File: src/rtl/gpio_port_pkg.sv
package gpio_port_pkg;

  localparam int WORD_W        = 32;
  localparam int FSEL_W        = 3;
  localparam int FSEL_PER_WORD = 10;
  localparam int PULL_W        = 2;
  localparam int PULL_PER_WORD = 16;
  localparam int BANK_PINS     = 32;

  // Word indices (byte offset / 4) of each register group
  localparam int FSEL_BASE = 0;
  localparam int SET_BASE  = 7;
  localparam int CLR_BASE  = 10;
  localparam int LEV_BASE  = 13;
  localparam int PULL_BASE = 57;

  typedef enum logic [2:0] {
    FN_INPUT  = 3'd0,
    FN_OUTPUT = 3'd1,
    FN_ALT5   = 3'd2,
    FN_ALT4   = 3'd3,
    FN_ALT0   = 3'd4,
    FN_ALT1   = 3'd5,
    FN_ALT2   = 3'd6,
    FN_ALT3   = 3'd7
  } pin_fn_e;

  typedef enum logic [1:0] {
    PULL_NONE = 2'd0,
    PULL_UP   = 2'd1,
    PULL_DOWN = 2'd2,
    PULL_RSVD = 2'd3
  } pull_e;

  function automatic int fsel_word(input int p);
    return p / FSEL_PER_WORD;
  endfunction

  function automatic int fsel_lsb(input int p);
    return (p % FSEL_PER_WORD) * FSEL_W;
  endfunction

  function automatic int bank_word(input int p);
    return p / BANK_PINS;
  endfunction

  function automatic int bank_bit(input int p);
    return p % BANK_PINS;
  endfunction

  function automatic int pull_word(input int p);
    return p / PULL_PER_WORD;
  endfunction

  function automatic int pull_lsb(input int p);
    return (p % PULL_PER_WORD) * PULL_W;
  endfunction

endpackage

File: src/rtl/gpio_fsel_regs.sv
module gpio_fsel_regs
  import gpio_port_pkg::*;
#(
  parameter int NPINS = 58,
  parameter int IDX_W = 6
) (
  input  logic              clk,
  input  logic              rst_n,
  input  logic              wr_en,
  input  logic [IDX_W-1:0]  idx,
  input  logic [WORD_W-1:0] wdata,
  output logic [WORD_W-1:0] rd_val,
  output logic [NPINS-1:0]  pin_oe
);

  logic [FSEL_W-1:0] fn_q [NPINS];
  logic [NPINS-1:0]  fsel_wr_hit;
  logic              unused_fsel_bits;

  assign unused_fsel_bits = ^wdata[WORD_W-1:FSEL_PER_WORD*FSEL_W];

  always_comb begin
    for (int p = 0; p < NPINS; p++)
      fsel_wr_hit[p] = wr_en && (idx == IDX_W'(FSEL_BASE + fsel_word(p)));
  end

  always_ff @(posedge clk or negedge rst_n) begin
    if (!rst_n) begin
      for (int p = 0; p < NPINS; p++) fn_q[p] <= FN_INPUT;
    end else begin
      for (int p = 0; p < NPINS; p++)
        if (fsel_wr_hit[p]) fn_q[p] <= wdata[fsel_lsb(p) +: FSEL_W];
    end
  end

  always_comb begin
    rd_val = '0;
    for (int p = 0; p < NPINS; p++)
      if (idx == IDX_W'(FSEL_BASE + fsel_word(p)))
        rd_val[fsel_lsb(p) +: FSEL_W] = fn_q[p];
  end

  for (genvar p = 0; p < NPINS; p++) begin : g_oe
    localparam int L = fsel_lsb(p);
    assign pin_oe[p] = (fn_q[p] == FN_OUTPUT);

    AST_OE_ON_OUTPUT_CODE: assert property (@(posedge clk) disable iff (!rst_n)
      (fsel_wr_hit[p] && wdata[L +: FSEL_W] == FN_OUTPUT) |=> pin_oe[p]);
    AST_OE_OFF_OTHER_CODE: assert property (@(posedge clk) disable iff (!rst_n)
      (fsel_wr_hit[p] && wdata[L +: FSEL_W] != FN_OUTPUT) |=> !pin_oe[p]);
    AST_FSEL_HOLD: assert property (@(posedge clk) disable iff (!rst_n)
      !fsel_wr_hit[p] |=> $stable(fn_q[p]));
  end

endmodule

File: src/rtl/gpio_out_latch.sv
module gpio_out_latch
  import gpio_port_pkg::*;
#(
  parameter int NPINS = 58,
  parameter int IDX_W = 6
) (
  input  logic              clk,
  input  logic              rst_n,
  input  logic              wr_en,
  input  logic [IDX_W-1:0]  idx,
  input  logic [WORD_W-1:0] wdata,
  output logic [NPINS-1:0]  pin_out
);

  logic [NPINS-1:0] set_pulse;
  logic [NPINS-1:0] clr_pulse;
  logic [NPINS-1:0] latch_q;

  always_comb begin
    for (int p = 0; p < NPINS; p++) begin
      set_pulse[p] = wr_en && (idx == IDX_W'(SET_BASE + bank_word(p))) && wdata[bank_bit(p)];
      clr_pulse[p] = wr_en && (idx == IDX_W'(CLR_BASE + bank_word(p))) && wdata[bank_bit(p)];
    end
  end

  always_ff @(posedge clk or negedge rst_n) begin
    if (!rst_n) begin
      latch_q <= '0;
    end else begin
      for (int p = 0; p < NPINS; p++)
        if (set_pulse[p])      latch_q[p] <= 1'b1;
        else if (clr_pulse[p]) latch_q[p] <= 1'b0;
    end
  end

  assign pin_out = latch_q;

  for (genvar p = 0; p < NPINS; p++) begin : g_chk
    AST_SET_DRIVES_HIGH: assert property (@(posedge clk) disable iff (!rst_n)
      set_pulse[p] |=> pin_out[p]);
    AST_CLR_DRIVES_LOW: assert property (@(posedge clk) disable iff (!rst_n)
      (clr_pulse[p] && !set_pulse[p]) |=> !pin_out[p]);
    AST_LATCH_HOLD: assert property (@(posedge clk) disable iff (!rst_n)
      (!set_pulse[p] && !clr_pulse[p]) |=> $stable(pin_out[p]));
  end

endmodule

File: src/rtl/gpio_level_sync.sv
module gpio_level_sync
  import gpio_port_pkg::*;
#(
  parameter int NPINS = 58,
  parameter int IDX_W = 6
) (
  input  logic              clk,
  input  logic              rst_n,
  input  logic [IDX_W-1:0]  idx,
  input  logic [NPINS-1:0]  pin_in,
  output logic [WORD_W-1:0] rd_val
);

  logic [NPINS-1:0] meta_q;
  logic [NPINS-1:0] level_q;

  always_ff @(posedge clk or negedge rst_n) begin
    if (!rst_n) begin
      meta_q  <= '0;
      level_q <= '0;
    end else begin
      meta_q  <= pin_in;
      level_q <= meta_q;
    end
  end

  always_comb begin
    rd_val = '0;
    for (int p = 0; p < NPINS; p++)
      if (idx == IDX_W'(LEV_BASE + bank_word(p)))
        rd_val[bank_bit(p)] = level_q[p];
  end

  // Edges seen since reset, for the latency check
  logic [1:0] warm_q;
  always_ff @(posedge clk or negedge rst_n) begin
    if (!rst_n)               warm_q <= 2'd0;
    else if (warm_q != 2'd2)  warm_q <= warm_q + 2'd1;
  end

  AST_LEVEL_TWO_EDGES: assert property (@(posedge clk) disable iff (!rst_n)
    (warm_q == 2'd2) |-> (level_q == $past(pin_in, 2)));

endmodule

File: src/rtl/gpio_pull_regs.sv
module gpio_pull_regs
  import gpio_port_pkg::*;
#(
  parameter int NPINS = 58,
  parameter int IDX_W = 6
) (
  input  logic              clk,
  input  logic              rst_n,
  input  logic              wr_en,
  input  logic [IDX_W-1:0]  idx,
  input  logic [WORD_W-1:0] wdata,
  output logic [WORD_W-1:0] rd_val,
  output logic [NPINS-1:0]  pull_up_req,
  output logic [NPINS-1:0]  pull_dn_req
);

  logic [PULL_W-1:0] pull_q [NPINS];
  logic [NPINS-1:0]  pull_wr_hit;

  always_comb begin
    for (int p = 0; p < NPINS; p++)
      pull_wr_hit[p] = wr_en && (idx == IDX_W'(PULL_BASE + pull_word(p)));
  end

  always_ff @(posedge clk or negedge rst_n) begin
    if (!rst_n) begin
      for (int p = 0; p < NPINS; p++) pull_q[p] <= PULL_NONE;
    end else begin
      for (int p = 0; p < NPINS; p++)
        if (pull_wr_hit[p]) pull_q[p] <= wdata[pull_lsb(p) +: PULL_W];
    end
  end

  always_comb begin
    rd_val = '0;
    for (int p = 0; p < NPINS; p++)
      if (idx == IDX_W'(PULL_BASE + pull_word(p)))
        rd_val[pull_lsb(p) +: PULL_W] = pull_q[p];
  end

  for (genvar p = 0; p < NPINS; p++) begin : g_req
    localparam int L = pull_lsb(p);
    assign pull_up_req[p] = (pull_q[p] == PULL_UP);
    assign pull_dn_req[p] = (pull_q[p] == PULL_DOWN);

    AST_PULL_UP_CODE: assert property (@(posedge clk) disable iff (!rst_n)
      (pull_wr_hit[p] && wdata[L +: PULL_W] == PULL_UP) |=> (pull_up_req[p] && !pull_dn_req[p]));
    AST_PULL_DN_CODE: assert property (@(posedge clk) disable iff (!rst_n)
      (pull_wr_hit[p] && wdata[L +: PULL_W] == PULL_DOWN) |=> (pull_dn_req[p] && !pull_up_req[p]));
  end

endmodule

File: src/rtl/gpio_bank_regs.sv
module gpio_bank_regs
  import gpio_port_pkg::*;
#(
  parameter int NPINS  = 58,
  parameter int ADDR_W = 8
) (
  input  logic              clk,
  input  logic              rst_n,
  input  logic [ADDR_W-1:0] bus_addr,
  input  logic              bus_wr_en,
  input  logic [31:0]       bus_wdata,
  output logic [31:0]       bus_rdata,
  input  logic [NPINS-1:0]  pin_in,
  output logic [NPINS-1:0]  pin_out,
  output logic [NPINS-1:0]  pin_oe,
  output logic [NPINS-1:0]  pull_up_req,
  output logic [NPINS-1:0]  pull_dn_req
);

  localparam int IDX_W = ADDR_W - 2;

  logic              aligned;
  logic              wr_ok;
  logic [IDX_W-1:0]  idx;
  logic [WORD_W-1:0] fsel_rd, lev_rd, pull_rd;

  assign aligned = (bus_addr[1:0] == 2'b00);
  assign wr_ok   = bus_wr_en && aligned;
  assign idx     = bus_addr[ADDR_W-1:2];

  gpio_fsel_regs #(.NPINS(NPINS), .IDX_W(IDX_W)) u_fsel (
    .clk(clk), .rst_n(rst_n), .wr_en(wr_ok), .idx(idx), .wdata(bus_wdata),
    .rd_val(fsel_rd), .pin_oe(pin_oe)
  );

  gpio_out_latch #(.NPINS(NPINS), .IDX_W(IDX_W)) u_latch (
    .clk(clk), .rst_n(rst_n), .wr_en(wr_ok), .idx(idx), .wdata(bus_wdata),
    .pin_out(pin_out)
  );

  gpio_level_sync #(.NPINS(NPINS), .IDX_W(IDX_W)) u_level (
    .clk(clk), .rst_n(rst_n), .idx(idx), .pin_in(pin_in), .rd_val(lev_rd)
  );

  gpio_pull_regs #(.NPINS(NPINS), .IDX_W(IDX_W)) u_pull (
    .clk(clk), .rst_n(rst_n), .wr_en(wr_ok), .idx(idx), .wdata(bus_wdata),
    .rd_val(pull_rd), .pull_up_req(pull_up_req), .pull_dn_req(pull_dn_req)
  );

  // Set and clear words contribute nothing: they read as zero
  assign bus_rdata = aligned ? (fsel_rd | lev_rd | pull_rd) : '0;

  AST_MISALIGNED_READS_ZERO: assert property (@(posedge clk) disable iff (!rst_n)
    !aligned |-> (bus_rdata == '0));
  AST_NO_DRIVE_AND_BOTH_PULLS: assert property (@(posedge clk) disable iff (!rst_n)
    (pull_up_req & pull_dn_req) == '0);

endmodule

File: config.mk
export PLATFORM = sky130hd
export DESIGN_NAME = gpio_bank_regs
export DESIGN_NICKNAME = d
export VERILOG_FILES = /design/src/rtl/gpio_port_pkg.sv /design/src/rtl/gpio_fsel_regs.sv /design/src/rtl/gpio_out_latch.sv /design/src/rtl/gpio_level_sync.sv /design/src/rtl/gpio_pull_regs.sv /design/src/rtl/gpio_bank_regs.sv
export SDC_FILE = /design/constraint.sdc
export NUM_CORES = 1
export LEC_CHECK = 0
export BUFFER_PORTS_ARGS = -buffer_cell sky130_fd_sc_hd__buf_2
export CORE_ASPECT_RATIO = 0.8
export CORE_MARGIN = 2
export CORE_UTILIZATION = 45
export CTS_BUF_LIST = sky130_fd_sc_hd__clkbuf_16
export CTS_CLUSTER_DIAMETER = 120
export DETAILED_ROUTE_END_ITERATION = 7
export PLACE_DENSITY = 0.79
export SETUP_SLACK_MARGIN = 0.02
export SKIP_LAST_GASP = 1
export SLEW_MARGIN = 20
export SYNTH_ARGS = -nofsm -noshare
export SYNTH_HDL_FRONTEND = slang
export SYNTH_SLANG_ARGS = --single-unit
File: constraint.sdc
create_clock -name clk -period 3 [get_ports clk]
set_input_delay 0.45 -clock clk [delete_from_list [all_inputs] [get_ports clk]]
set_output_delay 0.45 -clock clk [all_outputs]
set_load 0.01 [all_outputs]
==> run metrics <==
status=finished clean; # DRC=0; H-tree levels=2; number of cells produced by synthesis=1,540; share of cells above drive strength 1=between 40% and 50%; CTS root buf=clkbuf_16; delay-heaviest family, CP=compound AO/OA/AOI/OAI gates; Final nets=around 2,100; Synthesized Nets=between 1,500 and 2,000; clock share of power=slightly above 40%; placement-stage cell area=~23,000 um2; CTS tree=built; share of the synthesized area in the top cell type=57.5%; Switch Pwr=roughly 3.4 mW; cts bufs inserted=48; drt via density=slightly below 6; pins over their slew limit=0; Hold WC Path Type=in -> reg; die area=46,600 um2; buffers and inverters on the worst path=3; Tmin final=2900 ps; top_reg_cell synth=dfrtp_1; CP Capture Type=primary output; Remaining Overflow, GRT=0; most frequent cells in the layout=464 x dfrtp_1, 361 x buf_2, 285 x mux2_2, 120 x nor2b_1, 96 x nand2_1; final setup fails=0; clock-pin slew on the worst setup and hold paths=60 ps; Crit Path Category=in -> out; core area=44,400 um2; post-synthesis cell area=a little over 20,000 um2; Setup TNS=0 ps; Final Cycle Share=a little under 100%; Synth Area per Inst=around 13 um2; combinational power share=a little under 9%; DRT iter0 DRCs=~1,200; sequential-to-total area share from yosys stat=a little under three fifths; cell taking the most area after synthesis=dfrtp_1; commonest non-fill, non-tap cell in the layout=dfrtp_1; clk buf depth=3; power per standard cell area=approximately 540 nW/um2; Worst EP required=around 2600 ps; fmax=345 MHz; Post-CTS Resized=0; Area growth, synth to finish=24.4%; Slew HR=about two fifths; Hold Vio Cnt, Final=0; Yosys warning total=0; Leak Pwr=roughly 13 nW; Tot Pwr=13.7 mW; routed wire length=65,400 um; I/O pin cnt=approximately 370; 1st-pass router iterations=7; worst slew pin tran=just under 900 ps; peak supply drop=about 0.43 mV; Sw Share=roughly a quarter; Wirelength per Cell=around 25 um; CP max stage delay=~730 ps; routability cong.=around 0.90; CP max FO=8; CTS Sinks=between 400 and 500; clock latency on the worst-skew pair=~580 ps; sequential power share=49.7%; Cell Chain, Critical Path=buf_4 -> nand2b_1 -> buf_4 -> nor2_2 -> a221oi_1 -> a31oi_1 -> buf_2; Int Power=10.2 mW; vias=~15,000; startpoint types=input port; synth top area cells=dfrtp_1 58%, mux2_2 16%, a22o_1 3.9%, nor2b_1 3.8%, nor3b_1 2.2%; Synth cell types=between 40 and 50; Max-Cap Viols=0; Final Skew=about 7.1 ps; CP max-delay cell=a221oi_1; unrepaired setup endpoints after global routing=no; Die Y=193 um; largest net degree at the start of global routing=between 70 and 80; ys async rst share=100%; first-pass GRT wire length=between 90,000 and 100,000 um; FP Rows=69; Hold Slack=between 150 and 200 ps; IO Port Bufs=approximately 360; Finished Cell Area=roughly 25,000 um2; Total GRT Usage=approximately 28%; Starting Density=between 40% and 50%; Post-synth EDFFs=0; most used cell, CP=buf_4; vias in the first global route=between 15,000 and 20,000; Synth Register Bits=around 460; postcts setup bufs=0; initial antenna violation count=3; Worst EP arrival=~2500 ps; Detailed Place HPWL=~46,000 um; Post-DRT Antenna Nets=0; die width=around 240 um
[final cells by class]
cell class	instances	area, um2
Multi-Input combinational cell	956	8110
Tap cell	603	754
Timing Repair Buffer	495	3140
Clock inverter	40	255
Sequential cell	464	11600
Fill cell	3610	19300
Clock buffer	49	1230
Antenna cell	2	5.00
[synthesized netlist by cell type, types with 3 or more instances]
master    instances
a22oi_1          22
a22o_1           90
mux2_4           20
buf_2            43
nand3_1           4
mux2_1            9
a211oi_1          4
nor2b_1         121
o21a_1            5
a31oi_1          22
dfrtp_1         464
nand2b_1          4
o221ai_1          3
nand2_1         101
nor3b_1          58
nor2_1           28
nand3b_1         21
a221o_1          16
o211ai_1         21
mux2i_1          31
a21oi_1           9
a222oi_1          3
mux2_2          285
nor3_2            3
buf_4             3
a221oi_1         21
clkbuf_1         69
o22ai_1           3
o21ai_0          30
mux4_2            5
[final timing paths]
check,startpoint,slack (ps),cells past startpoint,endpoint
worst max-delay path,bus_addr[3],100,7,bus_rdata[6]
worst min-delay path,bus_wdata[31],170,2,u_latch.pin_out[31]
worst max register to register,u_pull.pull_q[78],2110,1,u_pull.pull_q[78]
worst min register to register,u_level.meta_q[57],340,0,u_level.level_q[57]
max in group asynchronous,rst_n,1740,3,u_level.meta_q[13]
min in group asynchronous,rst_n,430,2,u_pull.pull_q[20]
[state kept, by name (all words and copies together) (netlist names)]
| name | count |
|---|---|
| u_latch.pin_out | 58 |
| u_pull.pull_q | 116 |
| u_level.level_q | 58 |
| u_level.meta_q | 58 |
| u_fsel.fn_q | 174 |
[power by group through the flow]
stage	combinational, mW	sequential [mW]	clock (mW)
global placement	1.12	6.87	0
CTS	1.21	6.78	5.78
finish	1.20	6.79	5.67
floorplan	0.557	6.83	0
detailed placement	1.15	6.89	0
global route	1.30	6.82	6.04
[layer usage]
layer  GRT usage (%)  up-vias  part of all wire, %
met5               0        -                    0
met4            8.92        0                  2.7
met3            6.99      115                  9.0
met2            44.2      727                   46
met1            37.8     7766                   42
li1                -     6449                    -
[kinds of logic (layout without fill, tap and decap cells)]
kind of cell / Yosys count / count (layout) / share of synthesized area (%)
flops: 464 / 464 / 57.5
simple gates: 357 / 357 / 10.3
buf+inv: 120 / 584 / 2.64
other cells: 0 / 2 / 0
mux: 350 / 350 / 20.0
compound gates: 249 / 249 / 9.57
[stage by stage]
stage | std cells | util, % | worst slack, ps
finish | 2609 | 56.6 | 102
detailed placement | 2459 | 51.9 | 164
CTS | 2607 | 56.6 | 161
global route | 2608 | 56.6 | 102
floorplan | 1540 | - | 667
global placement | 2459 | 51.9 | 132
[timing repair]
item,CTS,global route
hold buffers,59,0
endpoints found under the hold margin,113,0
setup endpoints to repair,0,0
Note: power is estimated with default switching activity, not from simulation.
